File: src/rtl/ssb_pkg.sv
package ssb_pkg;
    typedef enum logic [0:0] {
        S_IDLE = 1'b0,
        S_REQ  = 1'b1
    } own_state_e;
endpackage

File: src/rtl/ssb_store_q.sv
module ssb_store_q #(
    parameter int DEPTH  = 4,
    parameter int AGE_W  = 6,
    parameter int ADDR_W = 8,
    parameter int DATA_W = 16
) (
    input  logic              clk,
    input  logic              rst_n,
    input  logic              st_vld_i,
    input  logic [AGE_W-1:0]  st_age_i,
    input  logic [ADDR_W-1:0] st_addr_i,
    input  logic [DATA_W-1:0] st_data_i,
    input  logic              st_shared_i,
    input  logic [AGE_W-1:0]  ld_age_i,
    input  logic [ADDR_W-1:0] ld_addr_i,
    output logic              fwd_hit_o,
    output logic [DATA_W-1:0] fwd_data_o,
    input  logic              gnt_vld_i,
    input  logic [AGE_W-1:0]  gnt_age_i,
    input  logic              snp_vld_i,
    input  logic [ADDR_W-1:0] snp_addr_i,
    input  logic              flush_vld_i,
    input  logic [AGE_W-1:0]  flush_age_i,
    input  logic              ret_ok_i,
    output logic              ret_o,
    output logic [ADDR_W-1:0] ret_addr_o,
    output logic [DATA_W-1:0] ret_data_o,
    output logic              head_own_o,
    output logic              full_o,
    output logic              pick_vld_o,
    output logic [AGE_W-1:0]  pick_age_o,
    output logic [ADDR_W-1:0] pick_addr_o,
    output logic              pick_shr_o
);
    typedef struct packed {
        logic              v;
        logic              own;
        logic              shr;
        logic [AGE_W-1:0]  age;
        logic [ADDR_W-1:0] addr;
        logic [DATA_W-1:0] data;
    } ent_t;

    ent_t q [DEPTH];
    ent_t n [DEPTH];
    logic placed;
    logic head_lost, head_flush;

    // Youngest older matching entry wins: index order equals age order.
    always_comb begin
        fwd_hit_o  = 1'b0;
        fwd_data_o = '0;
        for (int i = 0; i < DEPTH; i++) begin
            if (q[i].v && q[i].addr == ld_addr_i && q[i].age < ld_age_i) begin
                fwd_hit_o  = 1'b1;
                fwd_data_o = q[i].data;
            end
        end
    end

    // Oldest entry still lacking ownership.
    always_comb begin
        pick_vld_o  = 1'b0;
        pick_age_o  = '0;
        pick_addr_o = '0;
        pick_shr_o  = 1'b0;
        for (int i = DEPTH - 1; i >= 0; i--) begin
            if (q[i].v && !q[i].own) begin
                pick_vld_o  = 1'b1;
                pick_age_o  = q[i].age;
                pick_addr_o = q[i].addr;
                pick_shr_o  = q[i].shr;
            end
        end
    end

    assign head_lost  = snp_vld_i && q[0].addr == snp_addr_i;
    assign head_flush = flush_vld_i && q[0].age >= flush_age_i;
    assign ret_o      = ret_ok_i && q[0].v && q[0].own && !head_lost && !head_flush;
    assign ret_addr_o = q[0].addr;
    assign ret_data_o = q[0].data;
    assign head_own_o = q[0].v && q[0].own;
    assign full_o     = q[DEPTH-1].v;

    always_comb begin
        placed = 1'b0;
        for (int i = 0; i < DEPTH; i++) begin
            n[i] = q[i];
            if (n[i].v && gnt_vld_i && n[i].age == gnt_age_i)
                n[i].own = 1'b1;
            if (snp_vld_i && n[i].addr == snp_addr_i) begin
                n[i].own = 1'b0;
                n[i].shr = 1'b0;
            end
            if (flush_vld_i && n[i].age >= flush_age_i)
                n[i].v = 1'b0;
        end
        if (ret_o) begin
            for (int i = 0; i < DEPTH - 1; i++)
                n[i] = n[i+1];
            n[DEPTH-1] = '0;
        end
        if (st_vld_i && !full_o && !(flush_vld_i && st_age_i >= flush_age_i)) begin
            for (int i = 0; i < DEPTH; i++) begin
                if (!placed && !n[i].v) begin
                    n[i].v    = 1'b1;
                    n[i].own  = 1'b0;
                    n[i].shr  = st_shared_i;
                    n[i].age  = st_age_i;
                    n[i].addr = st_addr_i;
                    n[i].data = st_data_i;
                    placed    = 1'b1;
                end
            end
        end
    end

    always_ff @(posedge clk) begin
        for (int i = 0; i < DEPTH; i++) begin
            if (!rst_n) q[i] <= '0;
            else        q[i] <= n[i];
        end
    end
endmodule

File: src/rtl/ssb_load_trk.sv
module ssb_load_trk #(
    parameter int DEPTH  = 4,
    parameter int AGE_W  = 6,
    parameter int ADDR_W = 8
) (
    input  logic              clk,
    input  logic              rst_n,
    input  logic              alloc_vld_i,
    input  logic [AGE_W-1:0]  ld_age_i,
    input  logic [ADDR_W-1:0] ld_addr_i,
    input  logic              ret_vld_i,
    input  logic [AGE_W-1:0]  ret_age_i,
    input  logic              snp_vld_i,
    input  logic [ADDR_W-1:0] snp_addr_i,
    output logic              full_o,
    output logic              sq_now_o,
    output logic [AGE_W-1:0]  sq_age_o,
    output logic              squash_o,
    output logic [AGE_W-1:0]  squash_age_o
);
    logic [DEPTH-1:0]  v_q, v_n;
    logic [AGE_W-1:0]  age_q  [DEPTH];
    logic [AGE_W-1:0]  age_n  [DEPTH];
    logic [ADDR_W-1:0] addr_q [DEPTH];
    logic [ADDR_W-1:0] addr_n [DEPTH];
    logic              placed;

    assign full_o = &v_q;

    // Oldest tracked or incoming forwarded load on the invalidated line.
    always_comb begin
        sq_now_o = 1'b0;
        sq_age_o = '1;
        if (snp_vld_i) begin
            for (int i = 0; i < DEPTH; i++) begin
                if (v_q[i] && addr_q[i] == snp_addr_i && (!sq_now_o || age_q[i] < sq_age_o)) begin
                    sq_now_o = 1'b1;
                    sq_age_o = age_q[i];
                end
            end
            if (alloc_vld_i && ld_addr_i == snp_addr_i && (!sq_now_o || ld_age_i < sq_age_o)) begin
                sq_now_o = 1'b1;
                sq_age_o = ld_age_i;
            end
        end
    end

    always_comb begin
        placed = 1'b0;
        v_n    = v_q;
        for (int i = 0; i < DEPTH; i++) begin
            age_n[i]  = age_q[i];
            addr_n[i] = addr_q[i];
            if (ret_vld_i && age_q[i] == ret_age_i)
                v_n[i] = 1'b0;
            if (sq_now_o && age_q[i] >= sq_age_o)
                v_n[i] = 1'b0;
        end
        if (alloc_vld_i && !(sq_now_o && ld_age_i >= sq_age_o)) begin
            for (int i = 0; i < DEPTH; i++) begin
                if (!placed && !v_n[i]) begin
                    v_n[i]    = 1'b1;
                    age_n[i]  = ld_age_i;
                    addr_n[i] = ld_addr_i;
                    placed    = 1'b1;
                end
            end
        end
    end

    always_ff @(posedge clk) begin
        if (!rst_n) begin
            v_q          <= '0;
            squash_o     <= 1'b0;
            squash_age_o <= '0;
        end else begin
            v_q          <= v_n;
            squash_o     <= sq_now_o;
            squash_age_o <= sq_age_o;
        end
        for (int i = 0; i < DEPTH; i++) begin
            age_q[i]  <= rst_n ? age_n[i]  : '0;
            addr_q[i] <= rst_n ? addr_n[i] : '0;
        end
    end
endmodule

File: src/rtl/ssb_own_fsm.sv
module ssb_own_fsm #(
    parameter int AGE_W  = 6,
    parameter int ADDR_W = 8
) (
    input  logic              clk,
    input  logic              rst_n,
    input  logic              pick_vld_i,
    input  logic [AGE_W-1:0]  pick_age_i,
    input  logic [ADDR_W-1:0] pick_addr_i,
    input  logic              pick_shr_i,
    input  logic              gnt_i,
    output logic              req_o,
    output logic [ADDR_W-1:0] addr_o,
    output logic              upg_o,
    output logic              gnt_vld_o,
    output logic [AGE_W-1:0]  gnt_age_o
);
    import ssb_pkg::*;

    own_state_e        st_q, st_n;
    logic [AGE_W-1:0]  age_q;
    logic [ADDR_W-1:0] addr_q;
    logic              upg_q;

    always_comb begin
        st_n = st_q;
        unique case (st_q)
            S_IDLE: if (pick_vld_i) st_n = S_REQ;
            S_REQ:  if (gnt_i)      st_n = S_IDLE;
        endcase
    end

    always_ff @(posedge clk) begin
        if (!rst_n) st_q <= S_IDLE;
        else        st_q <= st_n;
    end

    always_ff @(posedge clk) begin
        if (!rst_n) begin
            age_q  <= '0;
            addr_q <= '0;
            upg_q  <= 1'b0;
        end else if (st_q == S_IDLE && pick_vld_i) begin
            age_q  <= pick_age_i;
            addr_q <= pick_addr_i;
            upg_q  <= pick_shr_i;
        end
    end

    always_comb begin
        req_o     = (st_q == S_REQ);
        gnt_vld_o = (st_q == S_REQ) && gnt_i;
        addr_o    = addr_q;
        upg_o     = upg_q;
        gnt_age_o = age_q;
    end
endmodule

File: src/rtl/spec_store_buf.sv
module spec_store_buf #(
    parameter int SQ_DEPTH = 4,
    parameter int LT_DEPTH = 4,
    parameter int AGE_W    = 6,
    parameter int ADDR_W   = 8,
    parameter int DATA_W   = 16
) (
    input  logic              clk,
    input  logic              rst_n,
    input  logic              st_vld_i,
    input  logic [AGE_W-1:0]  st_age_i,
    input  logic [ADDR_W-1:0] st_addr_i,
    input  logic [DATA_W-1:0] st_data_i,
    input  logic              st_shared_i,
    output logic              st_full_o,
    input  logic              ld_vld_i,
    input  logic [AGE_W-1:0]  ld_age_i,
    input  logic [ADDR_W-1:0] ld_addr_i,
    output logic              ld_hit_o,
    output logic [DATA_W-1:0] ld_data_o,
    output logic              ld_stall_o,
    input  logic              ld_ret_i,
    input  logic [AGE_W-1:0]  ld_ret_age_i,
    output logic              own_req_o,
    output logic [ADDR_W-1:0] own_addr_o,
    output logic              own_upg_o,
    input  logic              own_gnt_i,
    input  logic              snp_vld_i,
    input  logic [ADDR_W-1:0] snp_addr_i,
    input  logic              ret_ok_i,
    output logic              st_ret_o,
    output logic [ADDR_W-1:0] st_ret_addr_o,
    output logic [DATA_W-1:0] st_ret_data_o,
    output logic              squash_o,
    output logic [AGE_W-1:0]  squash_age_o
);
    logic              fwd_hit;
    logic [DATA_W-1:0] fwd_data;
    logic              trk_full;
    logic              sq_now;
    logic [AGE_W-1:0]  sq_age;
    logic              gnt_vld;
    logic [AGE_W-1:0]  gnt_age;
    logic              pick_vld, pick_shr;
    logic [AGE_W-1:0]  pick_age;
    logic [ADDR_W-1:0] pick_addr;
    logic              sq_head_own;

    assign ld_hit_o   = ld_vld_i && fwd_hit && !trk_full;
    assign ld_stall_o = ld_vld_i && fwd_hit && trk_full;
    assign ld_data_o  = fwd_data;

    ssb_store_q #(.DEPTH(SQ_DEPTH), .AGE_W(AGE_W), .ADDR_W(ADDR_W), .DATA_W(DATA_W)) u_sq (
        .clk(clk), .rst_n(rst_n),
        .st_vld_i(st_vld_i), .st_age_i(st_age_i), .st_addr_i(st_addr_i),
        .st_data_i(st_data_i), .st_shared_i(st_shared_i),
        .ld_age_i(ld_age_i), .ld_addr_i(ld_addr_i),
        .fwd_hit_o(fwd_hit), .fwd_data_o(fwd_data),
        .gnt_vld_i(gnt_vld), .gnt_age_i(gnt_age),
        .snp_vld_i(snp_vld_i), .snp_addr_i(snp_addr_i),
        .flush_vld_i(sq_now), .flush_age_i(sq_age),
        .ret_ok_i(ret_ok_i), .ret_o(st_ret_o),
        .ret_addr_o(st_ret_addr_o), .ret_data_o(st_ret_data_o),
        .head_own_o(sq_head_own), .full_o(st_full_o),
        .pick_vld_o(pick_vld), .pick_age_o(pick_age),
        .pick_addr_o(pick_addr), .pick_shr_o(pick_shr)
    );

    ssb_load_trk #(.DEPTH(LT_DEPTH), .AGE_W(AGE_W), .ADDR_W(ADDR_W)) u_trk (
        .clk(clk), .rst_n(rst_n),
        .alloc_vld_i(ld_hit_o), .ld_age_i(ld_age_i), .ld_addr_i(ld_addr_i),
        .ret_vld_i(ld_ret_i), .ret_age_i(ld_ret_age_i),
        .snp_vld_i(snp_vld_i), .snp_addr_i(snp_addr_i),
        .full_o(trk_full), .sq_now_o(sq_now), .sq_age_o(sq_age),
        .squash_o(squash_o), .squash_age_o(squash_age_o)
    );

    ssb_own_fsm #(.AGE_W(AGE_W), .ADDR_W(ADDR_W)) u_fsm (
        .clk(clk), .rst_n(rst_n),
        .pick_vld_i(pick_vld), .pick_age_i(pick_age),
        .pick_addr_i(pick_addr), .pick_shr_i(pick_shr),
        .gnt_i(own_gnt_i), .req_o(own_req_o), .addr_o(own_addr_o),
        .upg_o(own_upg_o), .gnt_vld_o(gnt_vld), .gnt_age_o(gnt_age)
    );
endmodule

File: config.mk
export PLATFORM = sky130hd
export DESIGN_NAME = spec_store_buf
export DESIGN_NICKNAME = d
export VERILOG_FILES = /design/src/rtl/ssb_pkg.sv /design/src/rtl/ssb_store_q.sv /design/src/rtl/ssb_load_trk.sv /design/src/rtl/ssb_own_fsm.sv /design/src/rtl/spec_store_buf.sv
export SDC_FILE = /design/constraint.sdc
export NUM_CORES = 1
export LEC_CHECK = 0
export ABC_AREA = 1
export BUFFER_PORTS_ARGS = -buffer_cell sky130_fd_sc_hd__buf_2
export CORE_MARGIN = 5
export CORE_UTILIZATION = 45
export CTS_CLUSTER_SIZE = 20
export DETAILED_ROUTE_END_ITERATION = 8
export HOLD_SLACK_MARGIN = 0.12
export PLACE_DENSITY = 0.73
export SYNTH_ARGS = -nofsm -noshare
export SYNTH_HDL_FRONTEND = slang
export SYNTH_HIERARCHICAL = 1
export SYNTH_SLANG_ARGS = --single-unit
File: constraint.sdc
create_clock -name clk -period 11.2 [get_ports clk]
set_input_delay 0 -clock clk [delete_from_list [all_inputs] [get_ports clk]]
set_output_delay 0 -clock clk [all_outputs]
set_load 0.01 [all_outputs]
==> results of run 1 <==
-- tightest hold or removal path, delay by kind of cell --
family / cells / cell delay, ns
AND/OR/NAND/NOR: 2 / 0.31
AO/OA/AOI/OAI: 2 / 0.22
buffers and inverters: 2 / 0.16
-- stage by stage --
step	total power [W]	setup slack [ns]	cells	instance area, µm²	util
floorplan	0.00102	3.23	2545	15800	-
global placement	0.00112	1.51	3005	16400	0.474
detailed placement	0.00112	1.18	3005	16400	0.474
CTS	0.00203	0.721	3104	17800	0.515
global route	0.00210	0.0181	3104	17800	0.515
finish	0.00202	0.867	3104	17800	0.515
-- what timing repair did --
item,CTS,global route
endpoints found under the setup margin,0,8
resized for setup,0,3
hold buffers,52,0
hold endpoints to repair,209,0
-- layout make-up --
class,count,area [µm²],area share
Inverter,341,1290,0.0722
Clock buffer,41,807,0.0453
Tap cell,455,569,0.0319
Sequential cell,215,4300,0.241
Clock inverter,6,98.8,0.00554
Multi-Input combinational cell,1853,9500,0.533
Timing Repair Buffer,193,1260,0.0709
-- per-layer routing --
metal  share of wire  GRT usage  vias to the layer above
met4           0.033     0.0944                        4
met3           0.092     0.0546                      146
li1                -          -                     8346
met5         0.00037          0                        -
met1            0.43      0.381                     7787
met2            0.45      0.456                      807
-- kinds of logic after synthesis --
family                     after synthesis
and+or+nand+nor                       1240
DFF                                    215
buffers and inverters                  477
adders and majority gates               98
muxes                                    2
xor gates and xnor gates                44
AOI/OAI and AO/OA                      469
-- cells in the final DEF (no fill, tap or decap), types with 5 or more instances in the layout --
master / instances
a211oi_1: 6
a21boi_0: 6
a21oi_1: 120
a21oi_2: 5
a221oi_1: 7
a31oi_1: 14
buf_2: 126
buf_4: 15
clkbuf_1: 5
clkbuf_16: 26
clkbuf_8: 10
dfxtp_1: 215
dlygate4sd3_1: 52
ha_1: 98
inv_1: 320
inv_2: 19
nand2_1: 621
nand2_2: 10
nand3_1: 114
nand3_2: 6
nand4_1: 56
nor2_1: 377
nor2_2: 9
nor3_1: 13
o2111ai_1: 6
o211ai_1: 18
o21a_1: 21
o21ai_0: 225
o21ai_1: 5
o22ai_1: 23
or2_2: 7
xnor2_1: 24
xor2_1: 20
-- power by group --
group	internal (W)	total, W	leakage (nW)	switching, W
clock	0.000538	0.000891	0.434	0.000353
sequential	0.000793	0.000832	1.75	0.0000392
combinational	0.000104	0.000295	6.58	0.000191
total	0.00144	0.00202	8.76	0.000583
-- registers in the layout, summed over array words and instances (netlist names) --
| name | flops |
|---|---|
| u_sq/q | 132 |
| u_trk/addr_q | 32 |
| u_trk/age_q | 24 |
| u_fsm/addr_o | 8 |
| u_fsm/gnt_age_o | 6 |
| u_trk/squash_age_o | 6 |
| u_trk/v_q | 4 |
| u_fsm/req_o | 1 |
| u_fsm/upg_o | 1 |
| u_trk/squash_o | 1 |
-- final timing paths --
path	end	slack, ns
hold reg to reg	u_trk/addr_q[2][5]	0.47
setup / recovery	u_sq/q[1][24]	0.87
hold / removal	u_trk/v_q[3]	0.21
setup reg to reg	u_sq/q[1][24]	0.87
==> metrics, run 1 <==
crit-path max FO=35; drt pass-1 iters=6; run status=finished, final reports clean; hold slack=0.206 ns; Static Leak=8.76 nW; initial drt markers=1602; Worst Tran Pin Value=1.17 ns; largest net degree at the start of global routing=106; Cell Rows=68; Die Area=0.0391 mm²; worst path arrival time=10.83 ns; H-tree levels=1; CTS max path bufs=3; CTS tree=yes; final slew viol count=0; final net count=2795; CP bufs+invs=9; HP Start=ld_ret_i; worst reg2reg path depth=55; simple-gate share of the synthesized area=0.330; io pins=128; xor-xnor portion of the synthesized cell area=0.0243; Total GRT Usage=0.283; CP startpoint=u_trk/addr_q[0][2]; Critical R2R Launch=u_trk/addr_q[0][2]; Avg Inst Size Synth=6.23 µm²; DR vias=17100; antenna violations before repair=2; critical path capture point type=flip-flop; clock-pin slew on the worst setup and hold paths=0.06 ns; Post-synth top cells=nand2_1 (621), nor2_1 (377), inv_1 (321); Max stage delay on crit path=0.55 ns; pwr/cell area=113 mW/mm²; fillers=3544; Initial Util=0.458; Core ar.=0.0346 mm²; Cell Area, Synth=0.0158 mm²; ys flop type=dfxtp_1; Synth async-reset ratio=0; DP HPWL=40600 µm; synthesized flop and latch total=215; first-pass GRT wire length=89300 µm; CP Launch Type=flip-flop; worst vdd ir=102 µV; DR DRC count=0; hold depth=6; critical path class=reg -> reg; Layout Skew=0.0220 ns; complex-gate fraction of the synthesized area=0.167; Synth area leaders=dfxtp_1 (27%), nand2_1 (15%), nor2_1 (8.9%); relative slew slack=0.215; EDFF count, synth=0; CP top delay family=simple AND/OR/NAND/NOR gates; antenna cells=0; Total Wirelength=57400 µm; gp weighted congestion=0.974; final setup fails=0; Seq/Total Area, Yosys=0.272; Area Growth Syn to Fin=12.5%; TNS Setup=0 ns; PortBufs=127; postcts setup bufs=0; multiplexer share of the synthesized area=0.00126; hold crit path type=in -> reg; proportion of layout cells with a drive suffix above 1=0.0963; TritonCTS Buffers=26; Clock Latency Late Sink=0.56 ns; CP most frequent cell=nand2_1; root buf cell=clkbuf_16; largest family of logic cells by synthesized area=simple AND/OR/NAND/NOR gates; total gr overflow=0; Post-Syn Nets=2710; area leader, netlist=dfxtp_1; Netlist cell types=52; Max Clock Freq=96.8 MHz; share of the synthesized area in the top cell type=0.272; routed len/inst=18.5 µm; clk sinks=215; post-synthesis adder-cell area fraction=0.0774; vias in the first global route=16100; Final min period=10.33 ns; Max stage delay cell, worst path=nand3_4; remaining antenna violation count after routing=0; Hold Vio Cnt, Final=0; required time of the critical path=11.70 ns; Max Cap Violations=0; CP Depth=55; Die Height=198 µm; Die X=198 µm; count leader, synth=nand2_1; RSZ-0062 raised after global routing=false; vias per cell=5.51; synth warn=6; period utilization=0.923; Mapped Cells=2545
(Power assumes the default switching activity.)
==> run 2: changes to the inputs <==
Settings changed: CORE_MARGIN 5 to not set, CTS_BUF_LIST set to sky130_fd_sc_hd__clkbuf_4, CTS_CLUSTER_SIZE 20 to 12.
==> run 2 against run 1 <==
Effect of this change: global-route usage up 3.2 points; largest cell class unchanged; power down 6.7%; setup slack worse by 0.029 ns; clock skew up 0.042 ns; via count up 4.4%; critical path depth up 4; die area down 7.9%; clock power down 17%.
==> metrics, run 2 (synthesis gave the netlist of run 1 again) <==
clk sinks=215 (unchanged); Combinational Power Share=0.166 (was 0.146); Die Area=0.0360 mm² (was 0.0391 mm²); NetSw=0.000605 W (was 0.000583 W); gp weighted congestion=1.01 (was 0.974); Switching Share=0.321 (was 0.289); crit-path max FO=40 (was 35); antenna violations before repair=1 (was 2); Hold Vio Cnt, Final=0 (unchanged); CTS tree=yes (unchanged); Max stage delay cell, worst path=dlygate4sd3_1 (was nand3_4); flip-flop count of the largest register after layout=132 (unchanged); worst path arrival time=11.13 ns (was 10.83 ns); vias in the first global route=16300 (was 16100); biggest regs=u_sq/q x132, u_trk/addr_q x32, u_trk/age_q x24 (unchanged); CTS max path bufs=3 (unchanged); RSZ-0062 raised after global routing=false (unchanged); Total Wirelength=58100 µm (was 57400 µm); Die X=190 µm (was 198 µm); H-tree levels=2 (was 1); Worst Tran Pin Value=1.19 ns (was 1.17 ns); initial drt markers=1716 (was 1602); final total power=0.00188 W (was 0.00202 W); Die Height=190 µm (was 198 µm); remaining antenna violation count after routing=0 (unchanged); Cell Rows=68 (unchanged); final setup fails=0 (unchanged); io pins=128 (unchanged); commonest non-fill, non-tap cells in the layout=nand2_1 (621), nor2_1 (377), inv_1 (320) (unchanged); Clock Latency Late Sink=0.86 ns (was 0.56 ns); Static Leak=9.09 nW (was 8.76 nW); Initial Util=0.458 (unchanged); DR DRC count=0 (unchanged); proportion of layout cells with a drive suffix above 1=0.112 (was 0.0963); Max Clock Freq=96.5 MHz (was 96.8 MHz); worst vdd ir=85.6 µV (was 102 µV); root buf cell=clkbuf_4 (was clkbuf_16); CP most frequent cell=nand2_1 (unchanged); relative slew slack=0.207 (was 0.215); internal power=0.00128 W (was 0.00144 W); most common cell after layout, fill and taps aside=nand2_1 (unchanged); critical path class=reg -> reg (unchanged); PortBufs=127 (unchanged); period utilization=0.925 (was 0.923); pwr/cell area=102 mW/mm² (was 113 mW/mm²); run status=finished, final reports clean (unchanged); Max stage delay on crit path=0.56 ns (was 0.55 ns); hold crit path type=in -> reg (unchanged); Clock Power Share=0.393 (was 0.442); Area Growth Syn to Fin=16.3% (was 12.5%); largest net degree at the start of global routing=86 (was 106); routed len/inst=17.9 µm (was 18.5 µm); required time of the critical path=11.97 ns (was 11.70 ns); total gr overflow=0 (unchanged); vias per cell=5.51 (about the same); first-pass GRT wire length=89100 µm (was 89300 µm); part of the power in registers=0.442 (was 0.412); DR vias=17800 (was 17100); final net count=2903 (was 2795); TNS Setup=0 ns (unchanged); Most flops, register=u_sq/q (unchanged); postcts setup bufs=0 (unchanged); final slew viol count=0 (unchanged); Max Cap Violations=0 (unchanged); critical path capture point type=flip-flop (unchanged); Core ar.=0.0346 mm² (unchanged); DP HPWL=39400 µm (was 40600 µm); TritonCTS Buffers=60 (was 26); Total GRT Usage=0.315 (was 0.283); Final min period=10.36 ns (was 10.33 ns); CP Launch Type=flip-flop (unchanged); clock-pin slew on the worst setup and hold paths=0.07 ns (was 0.06 ns); Layout Skew=0.0641 ns (was 0.0220 ns); drt pass-1 iters=5 (was 6)
[run 2: cell count changes in the layout (fill, tap and decap cells not counted), sizes merged]
cell	before	now
clkinv	1	15
dlygate4sd3	52	123
nand3	124	126
clkbuf	41	90
inv	341	342
buf	141	142
bufinv	2	0
diode	0	1
clkinvlp	3	1
[run 2: power by group through the flow]
stage                     sequential, W  combinational (W)  clock (W)
final                          0.000832           0.000312   0.000739
after CTS                      0.000830           0.000303   0.000757
after detailed placement       0.000847           0.000272          0
after global placement         0.000846           0.000268          0
after floorplan                0.000832           0.000190          0
after global routing           0.000833           0.000343   0.000799
[run 2: layout make-up]
cell class	instances	area, µm²
Fill cell	3502	16200
Antenna cell	1	2.50
Tap cell	455	569
Timing Repair Buffer	265	1990
Inverter	341	1290
Multi-Input combinational cell	1855	9520
Clock buffer	90	676
Sequential cell	215	4300
Clock inverter	17	90.1
[run 2: worst max-delay path: cells and delay by family (launching register included)]
| family | cells | cell delay, ns |
|---|---|---|
| and+or+nand+nor | 34 | 4.99 |
| DFF | 1 | 0.34 |
| adders and majority gates | 5 | 1.42 |
| buffers and inverters | 8 | 1.32 |
| AOI/OAI and AO/OA | 12 | 2.20 |
[run 2: worst paths after layout]
| path | cells after the start | start | slack (ns) | to |
|---|---|---|---|---|
| worst max-delay path | 59 | u_trk/addr_q[0][2] | 0.84 | u_sq/q[2][15] |
| worst max register to register | 59 | u_trk/addr_q[0][2] | 0.84 | u_sq/q[2][15] |
| worst min register to register | 2 | u_trk/addr_q[2][7] | 0.47 | u_trk/addr_q[2][7] |
| worst min-delay path | 4 | ld_age_i[0] | 0.20 | u_trk/age_q[3][0] |
[run 2: stage by stage]
stage / area (µm²) / utilization / hold WS (ns) / worst slack, ns / std cells
2_1_floorplan: 15800 / - / 0.120 / 3.23 / 2545
3_3_place_gp: 16400 / 0.474 / 0.238 / 1.47 / 3006
3_5_place_dp: 16400 / 0.474 / 0.248 / 1.15 / 3006
4_1_cts: 18400 / 0.531 / 0.146 / 0.557 / 3236
5_1_grt: 18400 / 0.532 / 0.213 / 0.000957 / 3239
6_report: 18400 / 0.532 / 0.198 / 0.838 / 3239
[run 2: metal layers]
layer  routed length, µm  up-vias  GRT usage  share of wire
met5                   0        -          0              0
met4                1740        0      0.123          0.030
met3                5170      139     0.0496          0.089
met2               26100      909      0.509           0.45
met1               25100     8180      0.418           0.43
li1                    -     8607          -              -
[run 2: repair_timing]
item	CTS	global route
endpoints found under the hold margin	214	0
gates resized for setup	0	4
hold buffers	123	0
setup endpoints to repair	0	4
